### src/rtl/qws_pkg.sv
package qws_pkg;

    parameter int QWS_LANE_W = 9;
    parameter int QWS_LANES  = 4;
    parameter int QWS_BEATS  = 8;

    // Strobe bit used by a lane in a given beat: lanes pair up on even/odd
    // bits, the second half of the burst takes the odd bit, and each beat
    // inside a half steps by one full lane-pair group.
    function automatic int strobe_index(input int lane, input int beat,
                                        input int lanes, input int beats);
        int half_len;
        half_len = beats / 2;
        return 2 * lane + ((beat >= half_len) ? 1 : 0) + 2 * lanes * (beat % half_len);
    endfunction

endpackage

### src/rtl/qws_ctrl.sv
module qws_ctrl #(
    parameter int CYCLES = 4,
    parameter int CYC_W  = 2
) (
    input  logic             clk,
    input  logic             rst_n,
    input  logic             in_valid,
    output logic             ready,
    output logic             load,
    output logic             active,
    output logic [CYC_W-1:0] cyc
);

    typedef struct packed {
        logic             busy;
        logic [CYC_W-1:0] cyc;
    } ctrl_t;

    ctrl_t st_d, st_q;

    always_comb begin
        st_d = st_q;
        load = 1'b0;
        if (!st_q.busy) begin
            if (in_valid) begin
                load      = 1'b1;
                st_d.busy = 1'b1;
                st_d.cyc  = '0;
            end
        end else if (st_q.cyc == CYC_W'(CYCLES - 1)) begin
            st_d.busy = 1'b0;
            st_d.cyc  = '0;
        end else begin
            st_d.cyc = st_q.cyc + 1'b1;
        end
    end

    always_ff @(posedge clk) begin
        if (!rst_n) begin
            st_q <= '0;
        end else begin
            st_q <= st_d;
        end
    end

    assign ready  = ~st_q.busy;
    assign active = st_q.busy;
    assign cyc    = st_q.cyc;

endmodule

### src/rtl/qws_beat_mux.sv
module qws_beat_mux #(
    parameter int BUS_W = 36,
    parameter int BEATS = 8,
    parameter int CYC_W = 2,
    localparam int DATA_W = BUS_W * BEATS
) (
    input  logic [DATA_W-1:0] data,
    input  logic [CYC_W-1:0]  cyc,
    input  logic              active,
    output logic [BUS_W-1:0]  d_rise,
    output logic [BUS_W-1:0]  d_fall
);

    logic [BUS_W-1:0] beat_w [BEATS];

    for (genvar b = 0; b < BEATS; b++) begin : g_beat
        assign beat_w[b] = data[b*BUS_W +: BUS_W];
    end

    always_comb begin
        d_rise = '0;
        d_fall = '0;
        if (active) begin
            d_rise = beat_w[{cyc, 1'b0}];
            d_fall = beat_w[{cyc, 1'b1}];
        end
    end

endmodule

### src/rtl/qws_lane_sel.sv
module qws_lane_sel
    import qws_pkg::*;
#(
    parameter int LANES = 4,
    parameter int BEATS = 8,
    parameter int CYC_W = 2,
    localparam int STRB_W = LANES * BEATS,
    localparam int CYCLES = BEATS / 2
) (
    input  logic [STRB_W-1:0] strb,
    input  logic [CYC_W-1:0]  cyc,
    input  logic              active,
    output logic [LANES-1:0]  bws_rise_n,
    output logic [LANES-1:0]  bws_fall_n
);

    for (genvar l = 0; l < LANES; l++) begin : g_lane
        logic [CYCLES-1:0] pick_r, pick_f;

        for (genvar k = 0; k < CYCLES; k++) begin : g_cyc
            localparam int IDX_R = strobe_index(l, 2 * k,     LANES, BEATS);
            localparam int IDX_F = strobe_index(l, 2 * k + 1, LANES, BEATS);
            assign pick_r[k] = strb[IDX_R];
            assign pick_f[k] = strb[IDX_F];
        end

        always_comb begin
            bws_rise_n[l] = 1'b1;
            bws_fall_n[l] = 1'b1;
            if (active) begin
                bws_rise_n[l] = ~pick_r[cyc];
                bws_fall_n[l] = ~pick_f[cyc];
            end
        end
    end

endmodule

### src/rtl/qdr_wr_serializer.sv
module qdr_wr_serializer
    import qws_pkg::*;
#(
    parameter int LANE_W = QWS_LANE_W,
    parameter int LANES  = QWS_LANES,
    parameter int BEATS  = QWS_BEATS,
    localparam int BUS_W  = LANE_W * LANES,
    localparam int DATA_W = BUS_W * BEATS,
    localparam int STRB_W = LANES * BEATS,
    localparam int CYCLES = BEATS / 2,
    localparam int CYC_W  = (CYCLES > 1) ? $clog2(CYCLES) : 1
) (
    input  logic              clk,
    input  logic              rst_n,
    input  logic              in_valid,
    output logic              in_ready,
    input  logic [DATA_W-1:0] in_data,
    input  logic [STRB_W-1:0] in_strb,
    output logic              out_active,
    output logic [BUS_W-1:0]  out_d_rise,
    output logic [BUS_W-1:0]  out_d_fall,
    output logic [LANES-1:0]  out_bws_rise_n,
    output logic [LANES-1:0]  out_bws_fall_n
);

    typedef struct packed {
        logic [DATA_W-1:0] data;
        logic [STRB_W-1:0] strb;
    } payload_t;

    payload_t pl_d, pl_q;
    logic             load;
    logic [CYC_W-1:0] cyc;

    qws_ctrl #(
        .CYCLES (CYCLES),
        .CYC_W  (CYC_W)
    ) u_ctrl (
        .clk      (clk),
        .rst_n    (rst_n),
        .in_valid (in_valid),
        .ready    (in_ready),
        .load     (load),
        .active   (out_active),
        .cyc      (cyc)
    );

    always_comb begin
        pl_d = pl_q;
        if (load) begin
            pl_d.data = in_data;
            pl_d.strb = in_strb;
        end
    end

    always_ff @(posedge clk) begin
        if (!rst_n) begin
            pl_q <= '0;
        end else begin
            pl_q <= pl_d;
        end
    end

    qws_beat_mux #(
        .BUS_W (BUS_W),
        .BEATS (BEATS),
        .CYC_W (CYC_W)
    ) u_mux (
        .data   (pl_q.data),
        .cyc    (cyc),
        .active (out_active),
        .d_rise (out_d_rise),
        .d_fall (out_d_fall)
    );

    qws_lane_sel #(
        .LANES (LANES),
        .BEATS (BEATS),
        .CYC_W (CYC_W)
    ) u_sel (
        .strb       (pl_q.strb),
        .cyc        (cyc),
        .active     (out_active),
        .bws_rise_n (out_bws_rise_n),
        .bws_fall_n (out_bws_fall_n)
    );

endmodule

### config.mk
export PLATFORM = sky130hd
export DESIGN_NAME = qdr_wr_serializer
export DESIGN_NICKNAME = d
export VERILOG_FILES = /design/src/rtl/qws_pkg.sv /design/src/rtl/qws_ctrl.sv /design/src/rtl/qws_beat_mux.sv /design/src/rtl/qws_lane_sel.sv /design/src/rtl/qdr_wr_serializer.sv
export SDC_FILE = /design/constraint.sdc
export NUM_CORES = 1
export LEC_CHECK = 0
export BUFFER_PORTS_ARGS = -buffer_cell sky130_fd_sc_hd__buf_2
export CAP_MARGIN = 20
export CORE_ASPECT_RATIO = 1.5
export CORE_UTILIZATION = 47
export DETAILED_ROUTE_END_ITERATION = 12
export PLACE_DENSITY = 0.81
export SETUP_SLACK_MARGIN = 0.4
export SLEW_MARGIN = 15
export SYNTH_ARGS = -nofsm -noshare
export SYNTH_HDL_FRONTEND = slang
export SYNTH_SLANG_ARGS = --single-unit
### constraint.sdc
create_clock -name clk -period 1.3 [get_ports clk]
set_clock_uncertainty 0.2 [all_clocks]
set_input_delay 0.13 -clock clk [delete_from_list [all_inputs] [get_ports clk]]
set_output_delay 0.13 -clock clk [all_outputs]
set_load 0.01 [all_outputs]
==> results.toml, run 1 <==
[run_status]
run_status = "did not finish"
stop_stage = "5_1_grt"
first-error = "[ERROR GRT-0232] Routing congestion too high. Check the congestion heatmap in the GUI."

[logic_synthesis]
synth.area.mux_share = 0.113
seq_area_frac_synth = 0.452
syn-num-nets = 1996
synth.distinct_cells = 19
synth_fa_ha_area_frac = 0.000876
synth-xor-area-share = 0
synth_largest_area_cell = "sky130_fd_sc_hd__dfxtp_1"
synthesis.area_um2 = 14300
synth_simple_gate_area_share = 0.174
synth_area_per_cell_um2 = 8.55
synth_register_bits = 323
synthCells = 1672
ys_warn_count = 0
synth.top_cells.by_area = "sky130_fd_sc_hd__dfxtp_1 45%, sky130_fd_sc_hd__nand2_1 17%, sky130_fd_sc_hd__a21boi_1 16%"
yosysTopAreaCellShare = 0.452
synth_compound_gate_area_share = 0.201
main_combinational_cell_family_by_area_after_synthesis = "compound AO/OA/AOI/OAI gates"

[floorplan]
initial_utilization = 0.482
num_rows = 77
die_width_um = 144
die_height_um = 216
ioPinCount = 405

[placement]
dpl.hpwl_mm = 30.8
gp_congestion = 0.875
dp.cells = 2447
placement.io_buffers = 404

[global_route]
globalRoute.totalOverflow = 270
grt_start_max_net_pins = 41
grt_util_all_layers = 0.794

[clocking]
root_buffer = "sky130_fd_sc_hd__clkbuf_16"
h_tree_depth = 1
clock_tree.buffer_depth = 3
cts_sinks = 323
numCtsBuffers = 30

[timing]
worst_endpoint_kind = "top-level output"
timing.grt.repair.worst_endpoint = "out_d_fall[11]"
through the flow:
stage | util | setup TNS (ns) | hold WS (ns) | setup slack, ns | instance area, µm²
floorplan | - | -38.75 | 0.0648 | -0.118 | 15200
global placement | 0.614 | -78.85 | 0.170 | -0.296 | 18200
detailed placement | 0.614 | -90.61 | 0.175 | -0.333 | 18200
CTS | 0.828 | -246.34 | -0.177 | -0.950 | 24600
metal layers:
metal,overflow,track usage
met1,2,0.785
met2,141,0.937
met3,14,0.687
met4,113,0.792
met5,0,0.225
cell families after synthesis:
| group | after synthesis |
|---|---|
| AND/OR/NAND/NOR | 657 |
| buffers and inverters | 144 |
| AO/OA/AOI/OAI | 395 |
| flip-flops | 323 |
| multiplexers | 152 |
| adder cells (fa/ha/maj) | 1 |
cells in the mapped netlist:
library cell               number
sky130_fd_sc_hd__nor3b_1        2
sky130_fd_sc_hd__ha_1           1
sky130_fd_sc_hd__buf_2         35
sky130_fd_sc_hd__nand2b_1       3
sky130_fd_sc_hd__nor2_1         1
sky130_fd_sc_hd__clkbuf_1      50
sky130_fd_sc_hd__buf_4         50
sky130_fd_sc_hd__mux2i_1      144
sky130_fd_sc_hd__nand2_1      649
sky130_fd_sc_hd__a21boi_0      21
sky130_fd_sc_hd__o22ai_1       72
sky130_fd_sc_hd__nor2b_1        2
sky130_fd_sc_hd__inv_1          1
sky130_fd_sc_hd__buf_6          8
sky130_fd_sc_hd__dfxtp_1      323
sky130_fd_sc_hd__a21oi_1        1
sky130_fd_sc_hd__mux4_2         8
sky130_fd_sc_hd__a21boi_1     300
sky130_fd_sc_hd__o21a_1         1
what timing repair did:
action | in CTS
endpoints found under the hold margin | 323
pin swaps | 87
hold buffers | 321
cloned | 31
gates resized for setup | 223
setup endpoints to repair | 405
setup buffers | 36
==> run 2: changes to the inputs <==
--- a/config.mk
+++ b/config.mk
@@ -7,11 +7,9 @@
 export LEC_CHECK = 0
 export BUFFER_PORTS_ARGS = -buffer_cell sky130_fd_sc_hd__buf_2
 export CAP_MARGIN = 20
-export CORE_ASPECT_RATIO = 1.5
-export CORE_UTILIZATION = 47
+export CORE_UTILIZATION = 37
 export DETAILED_ROUTE_END_ITERATION = 12
-export PLACE_DENSITY = 0.81
-export SETUP_SLACK_MARGIN = 0.4
+export PLACE_DENSITY_LB_ADDON = 0.15
 export SLEW_MARGIN = 15
 export SYNTH_ARGS = -nofsm -noshare
 export SYNTH_HDL_FRONTEND = slang
==> constraint.sdc (replaced) <==
create_clock -name clk -period 1.7 [get_ports clk]
set_clock_uncertainty 0.2 [all_clocks]
set_input_delay 0.17 -clock clk [delete_from_list [all_inputs] [get_ports clk]]
set_output_delay 0.17 -clock clk [all_outputs]
set_load 0.01 [all_outputs]
==> run 2 against run 1 <==
The flow now finishes, with violations (negative setup slack). Synthesized area did not move. Synthesized cell count unchanged.
==> results.toml, run 2 <==
[run_status]
run_status = "complete, but fails checks"
violated_checks = "negative setup slack"

[clocking]
h_tree_depth = 2
root_buffer = "sky130_fd_sc_hd__clkbuf_16"
clock_latency_ns = 0.52
clk_pin_slew_ns = 0.06
clock_tree.buffer_depth = 3
tritoncts = "built"
numCtsBuffers = 37
cts_sinks = 323

[layout]
syn_to_final_growth_pct = 56.3
final_common_cell = "sky130_fd_sc_hd__nand2_1"
flip_flop_count_of_the_largest_register_all_copies_and_words_added = 320
fillerInstances = 3359
post-route-cell-area_um2 = 22300
final-seq-area_um2 = 6470
max_flop_register = "pl_q"
layout.cells.most_common_list = "646 x sky130_fd_sc_hd__nand2_1, 398 x sky130_fd_sc_hd__buf_2, 322 x sky130_fd_sc_hd__dlygate4sd3_1"
stdcell_count = 2924
multi_input_area_um2 = 7300
layout_cell_share_with_drive_strength_beyond_1 = 0.254
finish.net_count = 2714

[timing]
final_report_setup_violation_count = 80
maxSlewHeadroom = 0.806
final.min_clock_period_ns = 2.19
whs_ns = 0.214
max_slew.worst_pin.slew_ns = 0.291
maxClockFrequency_mhz = 457
report.final.hold_viol_count = 0
rsz0062_at_grt = "true"
final_report_max_slew_violation_count = 0
fin_ws_ns = -0.487
layout_worst_path_cycle_share = 1.29

[logic_synthesis]
ys_async_sr_fraction = 0
synth.most_common_cell = "sky130_fd_sc_hd__nand2_1"
synth_largest_area_cell = "sky130_fd_sc_hd__dfxtp_1"
seq_area_frac_synth = 0.452
yosysTopAreaCellShare = 0.452
top_reg_cell_synth = "sky130_fd_sc_hd__dfxtp_1"
synth_area_per_cell_um2 = 8.55
synthesis.area_um2 = 14300
synthCells = 1672
ys_warn_count = 0
syn-num-nets = 1996
synth.distinct_cells = 19
synth_enable_flop_cells = 0
synth_register_bits = 323
synth.top_cells.by_area = "sky130_fd_sc_hd__dfxtp_1 45%, sky130_fd_sc_hd__nand2_1 17%, sky130_fd_sc_hd__a21boi_1 16%"
synthTopCellsByCount = "649 x sky130_fd_sc_hd__nand2_1, 323 x sky130_fd_sc_hd__dfxtp_1, 300 x sky130_fd_sc_hd__a21boi_1, 144 x sky130_fd_sc_hd__mux2i_1, 72 x sky130_fd_sc_hd__o22ai_1"

[detailed_routing]
detail_route.drc_violations = 0
dr.pass1.iters = 5
drtAntennaViolNets = 0
routed_via_density = 4.85
vias = 14200
number_of_violations_reported_at_the_end_of_detailed_routing_iteration_0 = 635
wirelength_mm = 47.7
detail_route.wl_per_cell_um = 16.3

[placement]
dpl.hpwl_mm = 29.0
dp.cells = 2510
placed_area_um2 = 17200
gp_congestion = 0.811
placement.io_buffers = 404

[pwr]
leakagePower_nw = 9.18
power.ir.vdd_worst_mv = 0.736
pwr_dens_nw_per_um2 = 869

[floorplan]
num_rows = 71
floorplan.die_area_um2 = 39400
initial_utilization = 0.378
die_height_um = 199
ioPinCount = 405
die_width_um = 199
core_area_um2 = 37800

[critical_path]
cp.required_ns = 1.33
crit_path_start = "u_ctrl.cyc[0]$_SDFFE_PN0P_"
crit_path_buffers_inverters = 3
cp_slowest_stage_delay_ns = 0.39
start_kind = "register"
crit_path_cell_trace = "buf_12 > buf_12 > mux2i_2 > o22ai_1 > buf_2"
setup.worst_path.end_class = "primary output"
critical-path-top-delay-family = "buffers and inverters"
arrival_ns = 1.82
library_cell_contributing_the_largest_single_delay_on_the_critical_path = "sky130_fd_sc_hd__dfxtp_4"
timing.setup.critical_path_class = "reg2out"
worst_r2r_startpoint = "u_ctrl.active$_SDFF_PN0_"
timing.critical_path.fanout_max = 14
path_common_cell = "sky130_fd_sc_hd__buf_12"

[global_route]
number_of_global_route_vias_before_repair = 14200
globalRoute.totalOverflow = 0
grt_pass1_wl_mm = 72.4
grt_start_max_net_pins = 66
number_of_antenna_violations_at_the_first_check_in_global_routing = 1
grt_util_all_layers = 0.231

[hold_path]
min-delay-start = "in_data[14]"
hold_path.class = "in2reg"

[job]
drv_cap = 0
[run 2: cell counts after synthesis]
Identical to the previous run, type by type.
[run 2: per-stage QoR]
stage	total power [mW]	TNS, ns	setup slack [ns]	utilization
global route	20.2	-39.87	-0.539	0.590
detailed placement	11.1	0	0.00676	0.454
finish	19.4	-33.61	-0.487	0.590
global placement	11.0	0	0.0397	0.454
floorplan	9.96	0	0.168	-
CTS	19.5	-36.30	-0.512	0.579
[run 2: worst paths after layout]
kind	cells past startpoint	to	slack (ns)
setup / recovery	5	out_d_fall[2]	-0.49
setup reg to reg	6	pl_q[148]$_SDFFE_PN0P_	0.04
hold reg to reg	2	pl_q[228]$_SDFFE_PN0P_	0.25
hold / removal	4	pl_q[46]$_SDFFE_PN0P_	0.21
[run 2: cells by family after synthesis]
kind of cell | Yosys count | synth area share
flops | 323 | 0.452
compound gates | 395 | 0.201
mux | 152 | 0.113
buf+inv | 144 | 0.0582
fa+ha+maj | 1 | 0.000875
simple gates | 657 | 0.174
[run 2: final cells by class]
class,count,share of cell area
Timing Repair Buffer,822,0.304
Clock inverter,6,0.00246
Inverter,1,0.000168
Antenna cell,1,0.000112
Tap cell,511,0.0286
Multi-Input combinational cell,1205,0.327
Clock buffer,55,0.0485
Sequential cell,323,0.290
[run 2: worst reg2reg max path, cell delays in order, from the launching register on]
cell and delay [ns]:
sky130_fd_sc_hd__dfxtp_2 0.33, sky130_fd_sc_hd__buf_4 0.18, sky130_fd_sc_hd__nor2b_4 0.21, sky130_fd_sc_hd__buf_12 0.20
sky130_fd_sc_hd__buf_12 0.21, sky130_fd_sc_hd__nand2_1 0.10, sky130_fd_sc_hd__a21boi_1 0.15
[run 2: timing repair]
action                                  4_1_cts  5_1_grt
resized for setup                            39       40
hold endpoints to repair                    322        0
gates cloned                                  4        6
buffers inserted                              6       14
endpoints found under the setup margin       81      120
hold buffers                                322        0
pin swaps                                     5        2
[run 2: metal layers]
metal  GRT usage  vias up  wire length, µm
met5           0        -                8
met4       0.107        2             1830
met3      0.0415      120             2460
met2       0.399      413            23200
met1       0.278     6624            20200
li1            -     7019                -
[run 2: power breakdown]
part	switching [mW]	internal, mW
combinational	1.58	1.93
sequential	0.256	8.04
clock	3.08	4.52
Note: power is estimated with default switching activity, not from simulation.
